--- config.mk ---
export PLATFORM = sky130hd
export DESIGN_NAME = tick_irq_entry
export DESIGN_NICKNAME = d
export VERILOG_FILES = /design/src/rtl/tick_irq_pkg.sv /design/src/rtl/tick_down_counter.sv /design/src/rtl/irq_frame_seq.sv /design/src/rtl/tick_irq_entry.sv
export SDC_FILE = /design/constraint.sdc
export NUM_CORES = 1
export LEC_CHECK = 0
export ABC_AREA = 1
export BUFFER_PORTS_ARGS = -buffer_cell sky130_fd_sc_hd__buf_2
export CORE_MARGIN = 8
export CORE_UTILIZATION = 40
export DETAILED_ROUTE_END_ITERATION = 8
export PLACE_DENSITY = 0.66
export REMOVE_ABC_BUFFERS = 1
export SLEW_MARGIN = 20
export SYNTH_ARGS = -nofsm -noshare
export SYNTH_HDL_FRONTEND = slang
export SYNTH_SLANG_ARGS = --single-unit
--- constraint.sdc ---
create_clock -name clk_i -period 3.3 [get_ports clk_i]
set_clock_uncertainty 0.05 [all_clocks]
set_input_delay 0.165 -clock clk_i [delete_from_list [all_inputs] [get_ports clk_i]]
set_output_delay 0.165 -clock clk_i [all_outputs]
set_load 0.03 [all_outputs]
--- src/rtl/tick_irq_pkg.sv ---
package tick_irq_pkg;
  localparam int PC_W        = 20;
  localparam int SP_W        = 16;
  localparam int BYTE_W      = 8;
  localparam int FRAME_BYTES = 4;
  localparam logic [3:0] STACK_BANK = 4'hF;

  typedef enum logic [2:0] {
    S_IDLE,
    S_STAT,
    S_PC0,
    S_PC1,
    S_PC2,
    S_DONE
  } seq_state_e;
endpackage

--- src/rtl/tick_down_counter.sv ---
module tick_down_counter #(
  parameter int CNT_W  = 16,
  parameter int LAT    = 9,
  parameter int PEND_W = 8
) (
  input  logic             clk_i,
  input  logic             rst_ni,
  input  logic             tick_i,
  input  logic             accept_i,
  output logic             wrap_o,
  output logic [CNT_W-1:0] cnt_o
);
  logic [CNT_W-1:0]  cnt_q;
  logic [PEND_W-1:0] pend_q, pend_d;
  logic              owed, dec;

  assign owed   = (pend_q != '0);
  assign dec    = tick_i | owed;
  assign wrap_o = dec & (cnt_q == '0);
  assign cnt_o  = cnt_q;

  // a tick that lands on an owed cycle replaces the consumed owed tick
  always_comb begin
    pend_d = pend_q;
    if (owed && !tick_i) pend_d = pend_d - 1'b1;
    if (accept_i)        pend_d = pend_d + PEND_W'(LAT);
  end

  always_ff @(posedge clk_i or negedge rst_ni) begin
    if (!rst_ni) begin
      cnt_q  <= '0;
      pend_q <= '0;
    end else begin
      if (dec) cnt_q <= cnt_q - 1'b1;
      pend_q <= pend_d;
    end
  end

  p_dec_r2: assert property (@(posedge clk_i) disable iff (!rst_ni)
    tick_i |=> cnt_q == ($past(cnt_q) - 1'b1));
  p_hold_r2: assert property (@(posedge clk_i) disable iff (!rst_ni)
    (!tick_i && !owed) |=> $stable(cnt_q));
  p_owed_r8: assert property (@(posedge clk_i) disable iff (!rst_ni)
    accept_i |=> owed);
endmodule

--- src/rtl/irq_frame_seq.sv ---
module irq_frame_seq
  import tick_irq_pkg::*;
#(
  parameter int IE_BIT   = 7,
  parameter int MASK_BIT = 4,
  parameter int MASK_W   = 16,
  parameter int VEC_W    = 16
) (
  input  logic              clk_i,
  input  logic              rst_ni,
  input  logic              wrap_i,
  input  logic [PC_W-1:0]   pc_i,
  input  logic [SP_W-1:0]   sp_i,
  input  logic [BYTE_W-1:0] psw_i,
  input  logic [MASK_W-1:0] mask_i,
  input  logic [VEC_W-1:0]  vec_i,
  output logic              accept_o,
  output logic              busy_o,
  output logic              mem_we_o,
  output logic [PC_W-1:0]   mem_addr_o,
  output logic [BYTE_W-1:0] mem_wdata_o,
  output logic              entry_o,
  output logic [SP_W-1:0]   sp_o,
  output logic [BYTE_W-1:0] psw_o,
  output logic [PC_W-1:0]   pc_o
);
  localparam int PCX_W = 3 * BYTE_W;

  seq_state_e        state_q, state_d;
  logic [SP_W-1:0]   sp_q, off;
  logic [PC_W-1:0]   pc_q;
  logic [BYTE_W-1:0] psw_q;
  logic [VEC_W-1:0]  vec_q;
  logic [PCX_W-1:0]  pc_ext;
  logic              cond_ok;

  assign cond_ok  = psw_i[IE_BIT] & (vec_i != '0) & ~mask_i[MASK_BIT];
  assign accept_o = wrap_i & (state_q == S_IDLE) & cond_ok;

  always_comb begin
    case (state_q)
      S_IDLE:  state_d = accept_o ? S_STAT : S_IDLE;
      S_STAT:  state_d = S_PC0;
      S_PC0:   state_d = S_PC1;
      S_PC1:   state_d = S_PC2;
      S_PC2:   state_d = S_DONE;
      default: state_d = S_IDLE;
    endcase
  end

  always_ff @(posedge clk_i or negedge rst_ni) begin
    if (!rst_ni) begin
      state_q <= S_IDLE;
      sp_q    <= '0;
      pc_q    <= '0;
      psw_q   <= '0;
      vec_q   <= '0;
    end else begin
      state_q <= state_d;
      if (accept_o) begin
        sp_q  <= sp_i;
        pc_q  <= pc_i;
        psw_q <= psw_i;
        vec_q <= vec_i;
      end
    end
  end

  assign pc_ext = {{(PCX_W-PC_W){1'b0}}, pc_q};

  // status byte on top, return address little-endian below it
  always_comb begin
    case (state_q)
      S_STAT:  begin off = SP_W'(1); mem_wdata_o = psw_q;         end
      S_PC0:   begin off = SP_W'(4); mem_wdata_o = pc_ext[7:0];   end
      S_PC1:   begin off = SP_W'(3); mem_wdata_o = pc_ext[15:8];  end
      S_PC2:   begin off = SP_W'(2); mem_wdata_o = pc_ext[23:16]; end
      default: begin off = '0;       mem_wdata_o = '0;            end
    endcase
  end

  assign busy_o     = (state_q == S_STAT) || (state_q == S_PC0) ||
                      (state_q == S_PC1)  || (state_q == S_PC2);
  assign mem_we_o   = busy_o;
  assign mem_addr_o = {STACK_BANK, sp_q - off};
  assign entry_o    = (state_q == S_DONE);
  assign sp_o       = sp_q - SP_W'(FRAME_BYTES);
  assign psw_o      = psw_q & ~(BYTE_W'(1) << IE_BIT);
  assign pc_o       = {{(PC_W-VEC_W){1'b0}}, vec_q};

  p_start_r3: assert property (@(posedge clk_i) disable iff (!rst_ni)
    accept_o |=> busy_o && mem_addr_o[15:0] == ($past(sp_i) - 16'd1));
  p_entry_r6: assert property (@(posedge clk_i) disable iff (!rst_ni)
    $fell(busy_o) |-> entry_o);
  p_ie_clear_r7: assert property (@(posedge clk_i) disable iff (!rst_ni)
    entry_o |-> !psw_o[IE_BIT]);
  p_bank_r5: assert property (@(posedge clk_i) disable iff (!rst_ni)
    mem_we_o |-> mem_addr_o[PC_W-1:SP_W] == STACK_BANK);
  p_one_entry_r7: assert property (@(posedge clk_i) disable iff (!rst_ni)
    entry_o |=> !entry_o);
endmodule

--- src/rtl/tick_irq_entry.sv ---
module tick_irq_entry #(
  parameter int CNT_W    = 16,
  parameter int LAT      = 9,
  parameter int PEND_W   = 8,
  parameter int IE_BIT   = 7,
  parameter int MASK_BIT = 4
) (
  input  logic             clk_i,
  input  logic             rst_ni,
  input  logic             tick_i,
  input  logic [19:0]      pc_i,
  input  logic [15:0]      sp_i,
  input  logic [7:0]       psw_i,
  input  logic [15:0]      mask_i,
  input  logic [15:0]      vec_i,
  output logic [CNT_W-1:0] count_o,
  output logic             busy_o,
  output logic             mem_we_o,
  output logic [19:0]      mem_addr_o,
  output logic [7:0]       mem_wdata_o,
  output logic             entry_o,
  output logic [15:0]      sp_o,
  output logic [7:0]       psw_o,
  output logic [19:0]      pc_o
);
  logic wrap, accept;

  tick_down_counter #(
    .CNT_W (CNT_W),
    .LAT   (LAT),
    .PEND_W(PEND_W)
  ) u_cnt (
    .clk_i   (clk_i),
    .rst_ni  (rst_ni),
    .tick_i  (tick_i),
    .accept_i(accept),
    .wrap_o  (wrap),
    .cnt_o   (count_o)
  );

  irq_frame_seq #(
    .IE_BIT  (IE_BIT),
    .MASK_BIT(MASK_BIT),
    .MASK_W  (16),
    .VEC_W   (16)
  ) u_seq (
    .clk_i      (clk_i),
    .rst_ni     (rst_ni),
    .wrap_i     (wrap),
    .pc_i       (pc_i),
    .sp_i       (sp_i),
    .psw_i      (psw_i),
    .mask_i     (mask_i),
    .vec_i      (vec_i),
    .accept_o   (accept),
    .busy_o     (busy_o),
    .mem_we_o   (mem_we_o),
    .mem_addr_o (mem_addr_o),
    .mem_wdata_o(mem_wdata_o),
    .entry_o    (entry_o),
    .sp_o       (sp_o),
    .psw_o      (psw_o),
    .pc_o       (pc_o)
  );

  p_reject_r4: assert property (@(posedge clk_i) disable iff (!rst_ni)
    (wrap && !accept && !busy_o && !entry_o) |=> !busy_o);
endmodule

=== After elaboration in Yosys (flattened, before gate mapping) ===
Cells that the tools add are included.

* Register bits: 87
* Bits of input ports: 79
* Output and inout port bits: 91
* Word-level logic and storage cells: 39

* Add/subtract/negate cells: 5
* Eq/ne operators: 5
* Multiplexer cells: 6
* Bitwise logic cells: 7
* Reductions and logical operators: 9

{| class="wikitable"
|+ Operators with widths
! cell !! count
|-
| $pmux W8 S4 || 1
|-
| $logic_not A16 Y1 || 1
|-
| $mux W8 || 2
|-
| $reduce_bool A16 Y1 || 1
|-
| $sub A16 B1 Y16 const B || 1
|-
| $sub A16 B3 Y16 || 1
|-
| $sub A16 B3 Y16 const B || 1
|-
| $pmux W3 S5 || 1
|-
| $pmux W3 S4 || 1
|-
| $add A8 B4 Y8 const B || 1
|-
| $reduce_bool A8 Y1 || 1
|-
| $sub A8 B1 Y8 const B || 1
|-
| $eq A3 B2 Y1 const B || 2
|-
| $eq A3 B3 Y1 const B || 2
|-
| $and A1 B1 Y1 || 5
|-
| $eq A3 B1 Y1 const B || 1
|-
| $logic_not A3 Y1 || 1
|-
| $logic_or A1 B1 Y1 || 3
|-
| $logic_and A1 B1 Y1 || 1
|-
| $logic_not A1 Y1 || 1
|-
| $mux W1 || 1
|-
| $not A1 Y1 || 1
|-
| $or A1 B1 Y1 || 1
|}

=== Logic depth before layout (Yosys ltp) ===
* Word-level depth: 7
* Gate-level depth with buffers: 15
* Gate-level depth less buffers: 14

=== Hierarchy ===
A second synthesis with hierarchy kept.

* Cells, all modules: 655
* Area, all modules: 4997.3 um^2

{| class="wikitable"
|+ Modules (own cells, without submodules)
! module !! instances !! cells each !! area each (um^2) !! seq. area each (um^2)
|-
| irq_frame_seq || 1 || 477 || 3539.6 || 1576.5
|-
| tick_down_counter || 1 || 178 || 1457.6 || 600.6
|}

=== Worst setup path after synthesis ===
Ideal clock, no wire load.

* Path kind: register to output
* Start: reg u_seq.state_q[1]
* End: out mem_addr_o[9]
* Data arrival time: 2759 ps
* Required time: 3085 ps
* Path slack: 326 ps
* Cell stages (with the launch flop): 13
* Path buffers: 1
* Cells stage by stage: dfrtp_1 -> buf_2 -> inv_1 -> nor3_2 -> inv_1 -> ha_1 -> nand2_1 -> nor2_1 -> a211oi_1 -> nand2_1 -> nor2_1 -> nand2_1 -> xnor2_1

* Longest elaborated chain between the ends: 3
* Elaborated cells between the ends (all ways): 6
* Those cells by class: 1 x add/sub; 4 x eq/ne; 1 x mux

{| class="wikitable"
|+ Ends and longest elaborated chain
! item !! RTL line !! RTL
|-
| start: declaration || irq_frame_seq.sv:29 || <nowiki>seq_state_e state_q, state_d;</nowiki>
|-
| start signal: assignment || irq_frame_seq.sv:59 || <nowiki>state_q <= state_d;</nowiki>
|-
| $eq A3 B3 Y1 (tied with other cells) || irq_frame_seq.sv:73 || <nowiki>case (state_q)</nowiki>
|-
| $pmux W3 S4 * || irq_frame_seq.sv:73 ||
|-
| $sub A16 B3 Y16 * || irq_frame_seq.sv:85 || <nowiki>assign mem_addr_o = {STACK_BANK, sp_q - off};</nowiki>
|-
| end: declaration || tick_irq_entry.sv:19 || <nowiki>output logic [19:0] mem_addr_o,</nowiki>
|}

Every way passes the cells marked *; elsewhere a longest branch is shown, timed or not.

=== Final worst setup path ===
* Start: reg u_seq.state_q[1]
* End: out mem_addr_o[15]

The elaborated chain is that of the path after synthesis.

==> results.sh <==
export IMPL_ys_types=38
export IMPL_drt_initial_drc_count=199
export IMPL_clock_root_buffer="clkbuf_16"
export IMPL_yosysSeqAreaShare_pct=44.3
export IMPL_synth_area_um2=4910
export IMPL_critPathArrivalTime_ns=2.87
export IMPL_grt_met2_usage_pct=27.8
export IMPL_crit_type="register to primary output"
export IMPL_final_net_count=914
export IMPL_yosys_area_top_type_share_pct=44.3
export IMPL_ys_async_sr_fraction_pct=100
export IMPL_mostFrequentLayoutCells="241 x nand2_1, 144 x buf_2, 87 x dfrtp_1"
export IMPL_final_common_cell="nand2_1"
export IMPL_post_dp_hpwl_mm=9.64
export IMPL_yosys_top_cells_area="dfrtp_1 44%, nand2_1 18%, xor2_1 7.0%"
export IMPL_yosysTopAreaCell="dfrtp_1"
export IMPL_hold_class="primary input to register"
export IMPL_yosys_warnings=0
export IMPL_post_route_util_pct=54.9
export IMPL_whs_ns=0.0124
export IMPL_grt_pass1_wl_mm=22.1
export IMPL_coreArea_um2=12000
export IMPL_cts_htree_levels=3
export IMPL_firstDrtPassIters=4
export IMPL_antenna_cells=0
export IMPL_port_buffers=145
export IMPL_grt_pass1_vias=4695
export IMPL_cp_start_kind="register"
export IMPL_top_level_ports=170
export IMPL_finalPower_mw=4.13
export IMPL_cts_path_max_buffers=2
export IMPL_finalCriticalPeriod_ns=3.08
export IMPL_p_leak_nw=3.66
export IMPL_viasPerCell=4.69
export IMPL_met3_usage_pct=4.23
export IMPL_max_slew_margin_pct=50.1
export IMPL_grt_max_degree=80
export IMPL_grt_use_met1_pct=20.1
export IMPL_fillers=1106
export IMPL_synth_edff_count=0
export IMPL_fmax_ghz=0.324
export IMPL_gp_congestion=0.851
export IMPL_syn_to_final_growth_pct=34.1
export IMPL_placed_cell_area_um2=5690
export IMPL_vias=4591
export IMPL_ys_seq_elements=87
export IMPL_synthFlopType="dfrtp_1"
export IMPL_grt_util_all_layers_pct=16.8
export IMPL_worstPathMaxFanout=6
export IMPL_die_area_um2=16100
export IMPL_synth_area_per_cell_um2=7.78
export IMPL_antenna_found_initial=0
export IMPL_cts_buffers=9
export IMPL_critPathRequiredTime_ns=3.08
export IMPL_status="finished clean"
export IMPL_fp_dieW_um=127
export IMPL_clkSinkCount=87
export IMPL_cts_setup_buffers=0
export IMPL_pwr_density_cell_nw_per_um2=626
export IMPL_grt_ovfl_total=0
export IMPL_busiest_layer="met2"
export IMPL_drc=0
export IMPL_finalSetupViolations=0
export IMPL_syn_inst=632
export IMPL_ir_drop_uv=291
export IMPL_rsz0062_at_grt="false"
export IMPL_design_area_um2=6590
export IMPL_clk_latency_ns=0.34
export IMPL_hold_viol=0
export IMPL_cts_tree="yes"
export IMPL_drt_wl_total_mm=13.5
export IMPL_wire_per_inst_um=13.8
export IMPL_tightest_slew_ns=0.749
export IMPL_drive_above_1_share_pct=23.3
export IMPL_maxSlewViolCount=0
export IMPL_drtAntennaViolNets=0
export IMPL_fp_dieH_um=127
export IMPL_drv_cap=0
export IMPL_path_clk_slew_ns=0.06
export IMPL_rows=40
export IMPL_start_util_pct=40.9
export IMPL_end_kind="primary output"
export IMPL_finalCritPeriodShare_pct=93.4
-- power by group --
part	internal [mW]	switching, mW
Sequential	1.23	0.202
Combinational	0.542	1.10
Clock	0.631	0.428
-- state kept, by name, indices dropped and copies added (netlist names) --
register	flops
u_seq.vec_q	16
u_cnt.cnt_o	16
u_seq.pc_q	20
u_cnt.pend_q	8
u_seq.sp_q	16
u_seq.state_q	3
u_seq.psw_q	8
-- critical path: stages, from the launching register on --
cell,delay [ns]
dfrtp_1,0.44
buf_4,0.18
inv_1,0.07
nor3_2,0.15
inv_1,0.12
ha_1,0.36
nand2_1,0.09
nor2_1,0.04
a211oi_2,0.25
nand2_1,0.15
nor2_2,0.21
nand2_1,0.10
xor2_1,0.14
buf_2,0.22
-- layer usage --
metal  part of all wire (%)  wire length, um
met3                    6.2              834
met1                     43             5830
met4                    2.7              361
met2                     48             6510
met5                      0                0
-- what timing repair did --
action                                 CTS  global route
resized for setup                        1             1
endpoints found under the hold margin   86             0
hold buffers                            58             0
cloned                                   0             0
setup endpoints to repair                3             4
-- cells in the mapped netlist (5+ instances only) --
library cell / instances
nor2_1: 54
buf_4: 19
nand2_1: 241
xor2_1: 39
inv_1: 60
nor3_1: 8
xnor2_1: 7
clkbuf_1: 5
ha_1: 8
nand3_1: 31
buf_2: 9
o21ai_0: 13
nand2_2: 5
dfrtp_1: 87
-- kinds of logic (layout without fill, tap and decap cells) --
group,count (synthesis),count (layout),synth area share [%]
other,2,9,0.153
AOI/OAI and AO/OA,29,29,4.23
adders and majority gates,9,9,2.44
and+or+nand+nor,360,360,31.1
buffers and inverters,99,291,9.55
DFF,87,87,44.3
xor gates and xnor gates,46,46,8.20
-- path summary, 6_finish.rpt --
kind,start,to,slack (ns),cells past startpoint
min in group asynchronous,rst_ni,u_seq.pc_q[6],0.38,2
max in group asynchronous,rst_ni,u_seq.psw_q[7],2.16,3
min reg2reg,u_seq.psw_q[7],u_seq.psw_q[7],0.41,2
max reg2reg,u_cnt.cnt_o[0],u_cnt.pend_q[6],0.84,14
max,u_seq.state_q[1],mem_addr_o[15],0.22,13
min,vec_i[14],u_seq.vec_q[14],0.01,3
-- per-stage QoR --
stage / std cells / worst slack [ns] / setup TNS [ns]
2_1_floorplan: 604 / -0.384 / -19.79
3_3_place_gp: 904 / 0.427 / 0
3_5_place_dp: 904 / 0.365 / 0
4_1_cts: 978 / 0.0528 / 0
5_1_grt: 978 / 0.00203 / 0
6_report: 978 / 0.217 / 0
-- final cells by class --
type / count / area (um2) / share of cell area [%]
timing repair buffer: 211 / 1370 / 20.8
sequential: 87 / 2180 / 33.0
clock buffer: 12 / 256 / 3.89
tap: 147 / 184 / 2.79
inverter: 64 / 240 / 3.65
clock inverter: 4 / 52.6 / 0.797
multi-input combinational: 453 / 2310 / 35.0
Power figures use the tool's default switching activity.
